==> src/rtl/rtmr_pkg.sv <==
package rtmr_pkg;

    function automatic int pow3(input int n);
        int r;
        r = 1;
        for (int i = 0; i < n; i++) r = r * 3;
        return r;
    endfunction

    function automatic logic maj3(input logic x, input logic y, input logic z);
        return (x & y) | (x & z) | (y & z);
    endfunction

    // Recursive decode of a codeword of up to two nesting levels:
    // reduce consecutive triples, depth times.
    function automatic logic decode9(input logic [8:0] v, input int depth);
        logic [8:0] cur;
        int n;
        cur = v;
        n = pow3(depth);
        for (int l = 0; l < depth; l++) begin
            logic [8:0] nxt;
            nxt = '0;
            for (int i = 0; i < 3; i++) begin
                if (3 * i + 2 < n) nxt[i] = maj3(cur[3*i], cur[3*i+1], cur[3*i+2]);
            end
            cur = nxt;
            n = n / 3;
        end
        return cur[0];
    endfunction

endpackage

==> src/rtl/rtmr_nand_cell.sv <==
module rtmr_nand_cell (
    input  logic a,
    input  logic b,
    input  logic flip,
    output logic y
);
    assign y = ~(a & b) ^ flip;
endmodule

==> src/rtl/rtmr_maj_cell.sv <==
module rtmr_maj_cell (
    input  logic x0,
    input  logic x1,
    input  logic x2,
    input  logic flip,
    output logic y
);
    assign y = ((x0 & x1) | (x0 & x2) | (x1 & x2)) ^ flip;
endmodule

==> src/rtl/rtmr_vote_stage.sv <==
module rtmr_vote_stage #(
    parameter int W   = 9,
    parameter int LVL = 1
) (
    input  logic [W-1:0] din,
    input  logic [W-1:0] flip,
    output logic [W-1:0] dout
);
    import rtmr_pkg::*;

    localparam int S   = pow3(LVL - 1);
    localparam int BLK = 3 * S;

    for (genvar q = 0; q < W; q++) begin : g_voter
        localparam int OFF = (q / BLK) * BLK;
        localparam int P   = q % S;
        rtmr_maj_cell i_maj (
            .x0  (din[OFF + P]),
            .x1  (din[OFF + S + P]),
            .x2  (din[OFF + 2*S + P]),
            .flip(flip[q]),
            .y   (dout[q])
        );
    end

    always_comb begin
        if (flip == '0 && (din == '0 || din == '1)) begin
            p_uniform_pass_r3: assert (dout == din)
                else $error("clean stage altered a uniform codeword");
        end
        if ($countones(flip) == 1 && (din == '0 || din == '1)) begin
            p_single_flip_r3: assert ($countones(dout ^ din) == 1)
                else $error("one inverted voter did not change exactly one bit");
        end
    end

endmodule

==> src/rtl/rtmr_nand_enc.sv <==
module rtmr_nand_enc #(
    parameter int K  = 2,
    parameter int W  = rtmr_pkg::pow3(K),
    parameter int MW = (K == 0) ? 1 : K * W
) (
    input  logic [W-1:0]  op_a,
    input  logic [W-1:0]  op_b,
    input  logic [W-1:0]  nand_flip,
    input  logic [MW-1:0] vote_flip,
    output logic [W-1:0]  res
);
    import rtmr_pkg::*;

    if (K < 0 || K > 2) begin : g_bad_depth
        $error("rtmr_nand_enc: K must be 0, 1 or 2");
    end

    logic [W-1:0] lvl [K+1];

    for (genvar i = 0; i < W; i++) begin : g_nand
        rtmr_nand_cell i_nand (
            .a   (op_a[i]),
            .b   (op_b[i]),
            .flip(nand_flip[i]),
            .y   (lvl[0][i])
        );
    end

    for (genvar l = 1; l <= K; l++) begin : g_stage
        rtmr_vote_stage #(.W(W), .LVL(l)) i_stage (
            .din (lvl[l-1]),
            .flip(vote_flip[(l-1)*W +: W]),
            .dout(lvl[l])
        );
    end

    assign res = lvl[K];

    always_comb begin
        if (nand_flip == '0 && vote_flip == '0 &&
            (op_a == '0 || op_a == '1) && (op_b == '0 || op_b == '1)) begin
            p_clean_code_r4: assert (res == {W{~(op_a[0] & op_b[0])}})
                else $error("clean encoded NAND gave a non-codeword");
        end
        if ($countones({nand_flip, vote_flip}) <= 1 &&
            (op_a == '0 || op_a == '1) && (op_b == '0 || op_b == '1)) begin
            p_single_tolerated_r5: assert (decode9(9'(res), K) == ~(op_a[0] & op_b[0]))
                else $error("single fault changed the decoded result");
        end
    end

endmodule

==> config.mk <==
export PLATFORM = sky130hd
export DESIGN_NAME = rtmr_nand_enc
export DESIGN_NICKNAME = d
export VERILOG_FILES = /design/src/rtl/rtmr_pkg.sv /design/src/rtl/rtmr_nand_cell.sv /design/src/rtl/rtmr_maj_cell.sv /design/src/rtl/rtmr_vote_stage.sv /design/src/rtl/rtmr_nand_enc.sv
export SDC_FILE = /design/constraint.sdc
export NUM_CORES = 1
export LEC_CHECK = 0
export ABC_AREA = 1
export ABC_CLOCK_PERIOD_IN_PS = 1360
export BUFFER_PORTS_ARGS = -buffer_cell sky130_fd_sc_hd__buf_2
export CAP_MARGIN = 20
export CORE_MARGIN = 3
export CORE_UTILIZATION = 49
export DETAILED_ROUTE_END_ITERATION = 10
export GPL_TIMING_DRIVEN = 0
export MAX_ROUTING_LAYER = met4
export PLACE_DENSITY = 0.9
export SYNTH_ARGS = -nofsm -noshare
export SYNTH_HDL_FRONTEND = slang
export SYNTH_HIERARCHICAL = 1
export SYNTH_SLANG_ARGS = --single-unit
==> constraint.sdc <==
create_clock -name vclk -period 1.36
set_input_delay 0.136 -clock vclk [all_inputs]
set_output_delay 0.136 -clock vclk [all_outputs]
set_load 0.1 [all_outputs]
==> results of run 1 <==
[cell families after synthesis]
group         count (synthesis)
simple gates                162
buf+inv                      81
[per-stage QoR]
stage	cell area (um^2)	TNS (ps)	worst slack, ps	std cells	util (%)
CTS	1810	-518	-82.5	324	91.2
global placement	1410	-3500	-399	324	71.0
detailed placement	1410	-3780	-437	324	71.0
floorplan	1100	0	49.4	243	-
[timing repair]
| action | 4_1_cts |
|---|---|
| resized for setup | 116 |
| pin swaps | 22 |
| setup endpoints to repair | 9 |
| hold buffers | 0 |
==> results.json, run 1 <==
{
  "ios": 54,
  "worstEpCategory": "output port",
  "die_h_um": 52.0,
  "grt_start_max_net_pins": 7,
  "synth-adder-area-share_pct": 0,
  "syn_nets": 288,
  "synth_common_cells": "99 x nand2_1, 81 x inv_1, 36 x nand2_2, 27 x nand3_1",
  "dp_hpwl_mm": 1.97,
  "start_util_pct": 52.3,
  "io_buffers": 54,
  "ys_seq_area_share_pct": 0,
  "synth_cells": 243,
  "worst_endpoint": "res[7]",
  "yosysUniqueCellTypes": 4,
  "synth_mux_area_share_pct": 0,
  "synth.most_common_cell": "nand2_1",
  "synth_top_family_by_area": "simple AND/OR/NAND/NOR gates",
  "die_w_um": 52.0,
  "syn_area_um2": 1040,
  "postSynthAreaPerCell_um2": 4.26,
  "lastStage": "global routing",
  "yosysTopAreaCell": "nand2_1",
  "yosys_warnings": 6,
  "yosys.area_share.simple_pct": 70.7,
  "cts_setup_buffers": 0,
  "synth_compound_area_share_pct": 0,
  "antenna_found_initial": 0,
  "tool.error": "[ERROR DPL-0033] detailed placement checks failed during check placement.",
  "synth_xor_area_share_pct": 0,
  "synth_area_leaders": "nand2_1 36%, inv_1 29%, nand2_2 22%",
  "gp_congestion": 0.764,
  "rows": 16,
  "yosys.area.top_type_share_pct": 35.9,
  "outcome": "aborted with a tool error"
}
==> run 2: changes to the inputs <==
--- a/config.mk
+++ b/config.mk
@@ -9,12 +9,11 @@
 export ABC_CLOCK_PERIOD_IN_PS = 1360
 export BUFFER_PORTS_ARGS = -buffer_cell sky130_fd_sc_hd__buf_2
 export CAP_MARGIN = 20
-export CORE_MARGIN = 3
-export CORE_UTILIZATION = 49
+export CORE_AREA = 3 3 64 66
 export DETAILED_ROUTE_END_ITERATION = 10
+export DIE_AREA = 0 0 67 69
 export GPL_TIMING_DRIVEN = 0
-export MAX_ROUTING_LAYER = met4
-export PLACE_DENSITY = 0.9
+export PLACE_DENSITY_LB_ADDON = 0.15
 export SYNTH_ARGS = -nofsm -noshare
 export SYNTH_HDL_FRONTEND = slang
 export SYNTH_HIERARCHICAL = 1
==> run 2 against run 1 <==
Compared with the run above: the flow now finishes, with violations (setup timing); synthesized cell count unchanged; area after synthesis unchanged.
==> results.json, run 2 <==
{
  "ctsHoldBuffers": 0,
  "startpoint_type": "primary input",
  "rows": 22,
  "detail_route.wl_per_cell_um": 8.01,
  "worstPathBufferInverterCount": 2,
  "mostFrequentLayoutCells": "95 x nand2_2, 50 x inv_1, 31 x inv_2",
  "power.density_nw_per_um2": 727,
  "worstPathCellList": "buf_6 -> nand2_1 -> nand2_2 -> nand2_4 -> nand2_1 -> nand2_2 -> nand2_1 -> nand2_2 -> nand2_4 -> nand2_2 -> nand2_2 -> nand2_2 -> nand2_2 -> nand2_4 -> buf_12",
  "fin_crit_ps": 1450,
  "yosysTopAreaCell": "nand2_1",
  "syn_nets": 288,
  "multi_input_area_um2": 1170,
  "cp_data_required_time_ps": 1220,
  "synth_area_leaders": "nand2_1 36%, inv_1 29%, nand2_2 22%",
  "vias": 1423,
  "postSynthAreaPerCell_um2": 4.26,
  "crit_type": "in -> out",
  "regArea_um2": 0,
  "fin_area_um2": 2040,
  "yosysUniqueCellTypes": 4,
  "max_stage_delay_ps": 160,
  "gp_congestion": 0.734,
  "dpl.cell_count": 345,
  "final_common_cell": "nand2_2",
  "antenna_found_initial": 0,
  "cp_top_family": "simple AND/OR/NAND/NOR gates",
  "synth_common_cells": "99 x nand2_1, 81 x inv_1, 36 x nand2_2, 27 x nand3_1",
  "nNetsFinal": 344,
  "track_usage_pct": 11.3,
  "yosys_warnings": 6,
  "final_max_slew_viol_count": 0,
  "slew_headroom_pct": 92.0,
  "max_freq_mhz": 690,
  "rsz0062_at_grt": "true",
  "cellLeakagePower_nw": 1.21,
  "tightest_slew_ps": 120,
  "drt_iter0_drc": 44,
  "grt_pass1_vias": 1200,
  "path_common_cell": "nand2_2",
  "wl_mm": 2.76,
  "area_delta_synth_final_pct": 96.5,
  "synth.most_common_cell": "nand2_1",
  "dr.pass1.iters": 3,
  "violations": "setup timing",
  "post-route-period-util_pct": 107,
  "syn_area_um2": 1040,
  "hp-class": "in -> out",
  "hp-start": "vote_flip[13]",
  "ys_seq_area_share_pct": 0,
  "maxCapViolCount": 0,
  "ant_nets": 0,
  "start_util_pct": 28.5,
  "ir_drop_v": 0.000312,
  "arrival_ps": 1310,
  "dp_hpwl_mm": 1.99,
  "fillers": 381,
  "outcome": "complete, but fails checks",
  "ios": 54,
  "die_h_um": 69,
  "worstSetupStartpoint": "op_a[8]",
  "whs_ps": 648,
  "setup_ws_ps": -88.6,
  "nClkBuffers": 0,
  "drcViolationCount": 0,
  "synth_cells": 243,
  "dieArea_um2": 4620,
  "cp_max_fo": 6,
  "setup_viol": 9,
  "finalHoldViolCount": 0,
  "nFlopsAndLatches": 0,
  "finalNonFillerCells": 345,
  "core_region_area_um2": 3630,
  "die_w_um": 67,
  "critical-path-slowest-cell": "buf_12",
  "io_buffers": 54,
  "grt_start_max_net_pins": 7,
  "grt_pass1_wl_mm": 4.53,
  "drive_above_1_share_pct": 75.1,
  "vias_per_cell": 4.12,
  "yosys.area.top_type_share_pct": 35.9,
  "antennaDiodeCount": 0,
  "grt-ovfl-total": 0,
  "cp-end-kind": "primary output",
  "total_power_mw": 1.48,
  "place_area_um2": 1430
}
-- run 2: cell counts after synthesis --
Identical to the previous run, type by type.
-- run 2: where the power goes --
part	internal (mW)	leakage, nW	switching [mW]
Clock	0	0	0
Sequential	0	0	0
Combinational	0.540	1.21	0.941
Total	0.540	1.21	0.941
-- run 2: cell families after synthesis --
logic type	after synthesis	share of synthesized area, %
simple gates	162	70.7
buf+inv	81	29.3
-- run 2: metal layers --
layer | GRT usage (%) | routed length, um | vias up
met5 | 0 | 0 | -
met4 | 0 | 0 | 0
met3 | 0.163 | 100 | 0
met2 | 23.1 | 1570 | 25
met1 | 13.1 | 1090 | 615
li1 | - | - | 783
-- run 2: stage by stage --
| step | util [%] | TNS (ps) | setup WS [ps] |
|---|---|---|---|
| after global routing | 56.0 | -1540 | -183 |
| after floorplan | - | 0 | 49.4 |
| after global placement | 39.5 | -3740 | -431 |
| after detailed placement | 39.5 | -3870 | -444 |
| final | 56.0 | -695 | -88.6 |
| after CTS | 48.3 | -589 | -94.5 |
-- run 2: cell type report --
class | instances | area share [%]
inverters | 81 | 14.9
multi-input cells | 162 | 57.4
well taps | 48 | 2.95
repair buffers | 54 | 24.7
-- run 2: timing repair --
item                       CTS  global route
resized for setup           88           106
gates cloned                 0             0
pin swaps                   17            42
setup endpoints to repair    9             9
setup buffers                0             0
-- run 2: final timing paths --
| path | endpoint | slack (ps) | cells after the start |
|---|---|---|---|
| max | res[5] | -90 | 15 |
| min | res[4] | 650 | 4 |
(Power assumes the default switching activity.)
==> run 3: changes to the inputs <==
--- a/config.mk
+++ b/config.mk
@@ -9,9 +9,11 @@
 export ABC_CLOCK_PERIOD_IN_PS = 1360
 export BUFFER_PORTS_ARGS = -buffer_cell sky130_fd_sc_hd__buf_2
 export CAP_MARGIN = 20
-export CORE_AREA = 3 3 64 66
+export CELL_PAD_IN_SITES_DETAIL_PLACEMENT = 0
+export CELL_PAD_IN_SITES_GLOBAL_PLACEMENT = 2
+export CORE_MARGIN = 3
+export CORE_UTILIZATION = 20
 export DETAILED_ROUTE_END_ITERATION = 10
-export DIE_AREA = 0 0 67 69
 export GPL_TIMING_DRIVEN = 0
 export PLACE_DENSITY_LB_ADDON = 0.15
 export SYNTH_ARGS = -nofsm -noshare
==> run 3 against run 2 <==
Compared with the run above: the flow still finishes with violations (setup timing); die area increased by 32%; non-clock buffer count unchanged; global-route usage decreased by 2.6 points; setup slack improved by 12 ps; sequential share of layout area unchanged; via count decreased by 1.7%; flip-flop and latch count unchanged; hold slack improved by 2.0 ps; first-iteration DRC count decreased by 36%; critical path depth decreased by 1; highest routed layer unchanged.
==> results.json, run 3 (same netlist as run 2, synthesis figures left out) <==
{
  "outcome": "complete, but fails checks",
  "violations": "setup timing",
  "cellLeakagePower_nw": 1.21,
  "p_sw_mw": 0.927,
  "maxCapViolCount": 0,
  "fin_area_um2": 2050,
  "dpl.cell_count": 364,
  "ant_nets": 0,
  "total_power_mw": 1.47,
  "nFlopsAndLatches": 0,
  "crit_type": "in -> out",
  "grt-ovfl-total": 0,
  "fin_crit_ps": 1440,
  "vias_per_cell": 3.84,
  "die_w_um": 78.0,
  "drcViolationCount": 0,
  "cp_data_required_time_ps": 1220,
  "dp_hpwl_mm": 2.11,
  "area_delta_synth_final_pct": 97.6,
  "arrival_ps": 1300,
  "max_freq_mhz": 696,
  "hold_depth": 4,
  "drive_above_1_share_pct": 73.4,
  "track_usage_pct": 8.63,
  "place_area_um2": 1460,
  "regArea_um2": 0,
  "power.density_nw_per_um2": 716,
  "grt_pass1_wl_mm": 4.71,
  "ctsHoldBuffers": 0,
  "max_stage_delay_ps": 160,
  "dieArea_um2": 6080,
  "power_frac_clock_pct": 0,
  "tightest_slew_ps": 117,
  "ios": 54,
  "nClkBuffers": 0,
  "mostFrequentLayoutCells": "94 x nand2_2, 54 x inv_1, 29 x buf_2",
  "rsz0062_at_grt": "true",
  "nNetsFinal": 344,
  "slew_headroom_pct": 92.2,
  "grt_pass1_vias": 1222,
  "finalNonFillerCells": 364,
  "antennaDiodeCount": 0,
  "postLayoutCoreUtil_pct": 42.2,
  "cp-end-kind": "primary output",
  "die_h_um": 78.0,
  "dr.pass1.iters": 2,
  "cp_max_fo": 6,
  "drt_iter0_drc": 28,
  "p_int_mw": 0.538,
  "startpoint_type": "primary input",
  "combPwrFrac_pct": 100.0,
  "vias": 1399,
  "ir_drop_v": 0.000394,
  "grt_start_max_net_pins": 7,
  "io_buffers": 54,
  "worstPathCellList": "buf_6 -> inv_1 -> nand2_2 -> nand2_4 -> nand2_2 -> nand2_2 -> nand3_2 -> nand2_4 -> nand2_2 -> nand2_2 -> nand2_2 -> nand2_2 -> nand2_4 -> buf_12",
  "setup_tns_ps": -509,
  "path_common_cell": "nand2_2",
  "swShare_pct": 63.3,
  "rows": 25,
  "pre_cts_slack_ps": -471,
  "post-route-period-util_pct": 106,
  "detail_route.wl_per_cell_um": 7.37,
  "antenna_found_initial": 0,
  "setup_viol": 9,
  "start_util_pct": 21.4,
  "finalHoldViolCount": 0,
  "gp_congestion": 0.668,
  "setup_ws_ps": -77.0,
  "whs_ps": 650,
  "power.share.sequential_pct": 0,
  "final_max_slew_viol_count": 0,
  "wl_mm": 2.68,
  "critical-path-slowest-cell": "buf_12",
  "final_common_cell": "nand2_2",
  "core_region_area_um2": 4850,
  "hp-class": "in -> out"
}
## run 3: area by class of cell
type,instances,area [um^2]
fillers,542,2800
inverters,81,304
multi-input cells,162,1150
well taps,67,83.8
repair buffers,54,509
## run 3: worst paths after layout
kind / start / to / slack [ps]
worst max-delay path: nand_flip[6] / res[8] / -80
worst min-delay path: vote_flip[12] / res[3] / 650
## run 3: power groups by stage
stage               sequential [mW]  clock (mW)  combinational (mW)
finish                            0           0                1.47
global route                      0           0                1.58
CTS                               0           0                1.39
detailed placement                0           0                1.04
global placement                  0           0                1.04
floorplan                         0           0               0.852
## run 3: repair_timing
| action | CTS | global route |
|---|---|---|
| endpoints found under the setup margin | 9 | 9 |
| gates cloned | 0 | 0 |
| resized for setup | 125 | 61 |
| pin swaps | 22 | 38 |
| setup buffers | 0 | 0 |
## run 3: layer usage
| metal | vias to the layer above | routed length, um | part of all wire, % | global-route usage, % |
|---|---|---|---|---|
| li1 | 787 | - | - | - |
| met1 | 588 | 1090 | 41 | 11.0 |
| met2 | 24 | 1450 | 54 | 16.4 |
| met3 | 0 | 141 | 5.3 | 0.812 |
| met4 | 0 | 0 | 0 | 0 |
| met5 | - | 0 | 0 | 0 |
## run 3: worst max-delay path: cells and delay by family
kind,cells,cell delay [ps]
buf+inv,3,300
simple gates,11,870
==> run 4: changes to the inputs <==
--- a/config.mk
+++ b/config.mk
@@ -20,3 +20,4 @@
 export SYNTH_HDL_FRONTEND = slang
 export SYNTH_HIERARCHICAL = 1
 export SYNTH_SLANG_ARGS = --single-unit
+export TNS_END_PERCENT = 50
==> run 4 against run 3 <==
Compared with the run above: the run still ends with setup timing left; final area down 4.5%; die area unchanged; count of clock-buffer cells in the layout unchanged; non-clock buffer count did not move; critical path depth up 1; flip-flop and latch count unchanged; sequential share of layout area unchanged; first-iteration DRC count is 57% lower; highest routed layer unchanged.
==> results.json, run 4 (same netlist as run 2, synthesis figures left out) <==
{
  "grt_pass1_wl_mm": 4.47,
  "grt-ovfl-total": 0,
  "nClkBuffers": 0,
  "gp_congestion": 0.695,
  "fillers": 545,
  "worstPathCellList": "buf_6 -> nand2_4 -> nand2_4 -> nand2_8 -> nand2_1 -> nand2_2 -> nand2_1 -> nand2_2 -> nand2_4 -> inv_1 -> nand2_2 -> nand2_1 -> nand2_1 -> nand2_2 -> buf_12",
  "min_to": "res[3]",
  "final_max_slew_viol_count": 0,
  "fin_area_um2": 1950,
  "p_int_mw": 0.509,
  "power.density_nw_per_um2": 715,
  "cp_top_family": "simple AND/OR/NAND/NOR gates",
  "worstPathBufferInverterCount": 3,
  "dpl.cell_count": 364,
  "drt_iter0_drc": 12,
  "dr.pass1.iters": 4,
  "whs_ps": 648,
  "io_buffers": 54,
  "track_usage_pct": 8.15,
  "pre_cts_slack_ps": -497,
  "hp-start": "vote_flip[12]",
  "antenna_found_initial": 0,
  "area_delta_synth_final_pct": 88.6,
  "nFlopsAndLatches": 0,
  "ios": 54,
  "cp-end-kind": "primary output",
  "finalNonFillerCells": 364,
  "ant_nets": 0,
  "p_sw_mw": 0.889,
  "combPwrFrac_pct": 100.0,
  "mostFrequentLayoutCells": "85 x nand2_2, 60 x inv_1, 33 x buf_2",
  "power_frac_clock_pct": 0,
  "max_freq_mhz": 697,
  "post-route-period-util_pct": 106,
  "wl_mm": 2.62,
  "place_area_um2": 1430,
  "ir_drop_v": 0.000356,
  "antennaDiodeCount": 0,
  "drive_above_1_share_pct": 65.0,
  "setup_viol": 9,
  "cts_setup_buffers": 0,
  "maxCapViolCount": 0,
  "regArea_um2": 0,
  "final_common_cell": "nand2_2",
  "violations": "setup timing",
  "hp-class": "in -> out",
  "outcome": "complete, but fails checks",
  "vias_per_cell": 3.72,
  "crit_type": "in -> out",
  "grt_start_max_net_pins": 7,
  "dp_hpwl_mm": 2.18,
  "rows": 25,
  "dieArea_um2": 6080,
  "startpoint_type": "primary input",
  "cp_max_fo": 6,
  "grt_pass1_vias": 1160,
  "slew_headroom_pct": 91.8,
  "nNetsFinal": 344,
  "power.share.sequential_pct": 0,
  "rsz0062_at_grt": "true",
  "max_stage_delay_ps": 170,
  "die_w_um": 78.0,
  "fin_crit_ps": 1440,
  "die_h_um": 78.0,
  "finalHoldViolCount": 0,
  "tightest_slew_ps": 122,
  "start_util_pct": 21.4,
  "hold_depth": 4,
  "core_region_area_um2": 4850,
  "arrival_ps": 1300,
  "detail_route.wl_per_cell_um": 7.20,
  "cellLeakagePower_nw": 1.20,
  "vias": 1354,
  "cp_data_required_time_ps": 1220,
  "drcViolationCount": 0,
  "setup_ws_ps": -75.1,
  "critical-path-slowest-cell": "buf_12",
  "swShare_pct": 63.6,
  "total_power_mw": 1.40
}
run 4: worst min-delay path: stages:
cell     delay [ps]
buf_2            90
nand2_2          60
nand2_4          60
buf_12          160
run 4: cell type report:
class	instances	area [um^2]	share of cell area, %
Timing Repair Buffer	54	480	24.6
Multi-Input combinational cell	162	1090	55.6
Tap cell	67	83.8	4.29
Inverter	81	304	15.6
run 4: worst max-delay path by stage:
stage            start  endpoint  slack, ps  depth (start not counted)
2_1_floorplan  op_a[8]    res[4]        -60                         13
3_3_place_gp   op_a[6]    res[0]       -480                         13
3_5_place_dp   op_a[6]    res[0]       -500                         13
4_1_cts        op_a[6]    res[1]       -120                         15
5_1_grt        op_b[0]    res[7]       -180                         15
6_report       op_a[6]    res[4]        -80                         15
run 4: what timing repair did:
action	in CTS	in global routing
gates resized for setup	81	80
hold buffers	0	0
pin swaps	23	32
gates cloned	0	0
setup endpoints to repair	9	9
run 4: power by group through the flow:
| stage | Combinational (mW) | Sequential [mW] | Clock [mW] |
|---|---|---|---|
| after global placement | 1.01 | 0 | 0 |
| after floorplan | 0.830 | 0 | 0 |
| after CTS | 1.28 | 0 | 0 |
| after global routing | 1.52 | 0 | 0 |
| final | 1.40 | 0 | 0 |
| after detailed placement | 1.02 | 0 | 0 |
run 4: per-layer routing:
layer,global-route usage (%),routed length [um],up-vias
met5,0,0,-
met4,0,0,0
met3,1.16,147,0
met2,14.6,1270,27
met1,10.9,1200,543
li1,-,-,784
run 4: stage by stage:
step | TNS, ps | util [%]
floorplan | -304 | -
CTS | -840 | 35.4
global placement | -3950 | 29.5
detailed placement | -4050 | 29.5
global route | -1510 | 40.3
finish | -516 | 40.3
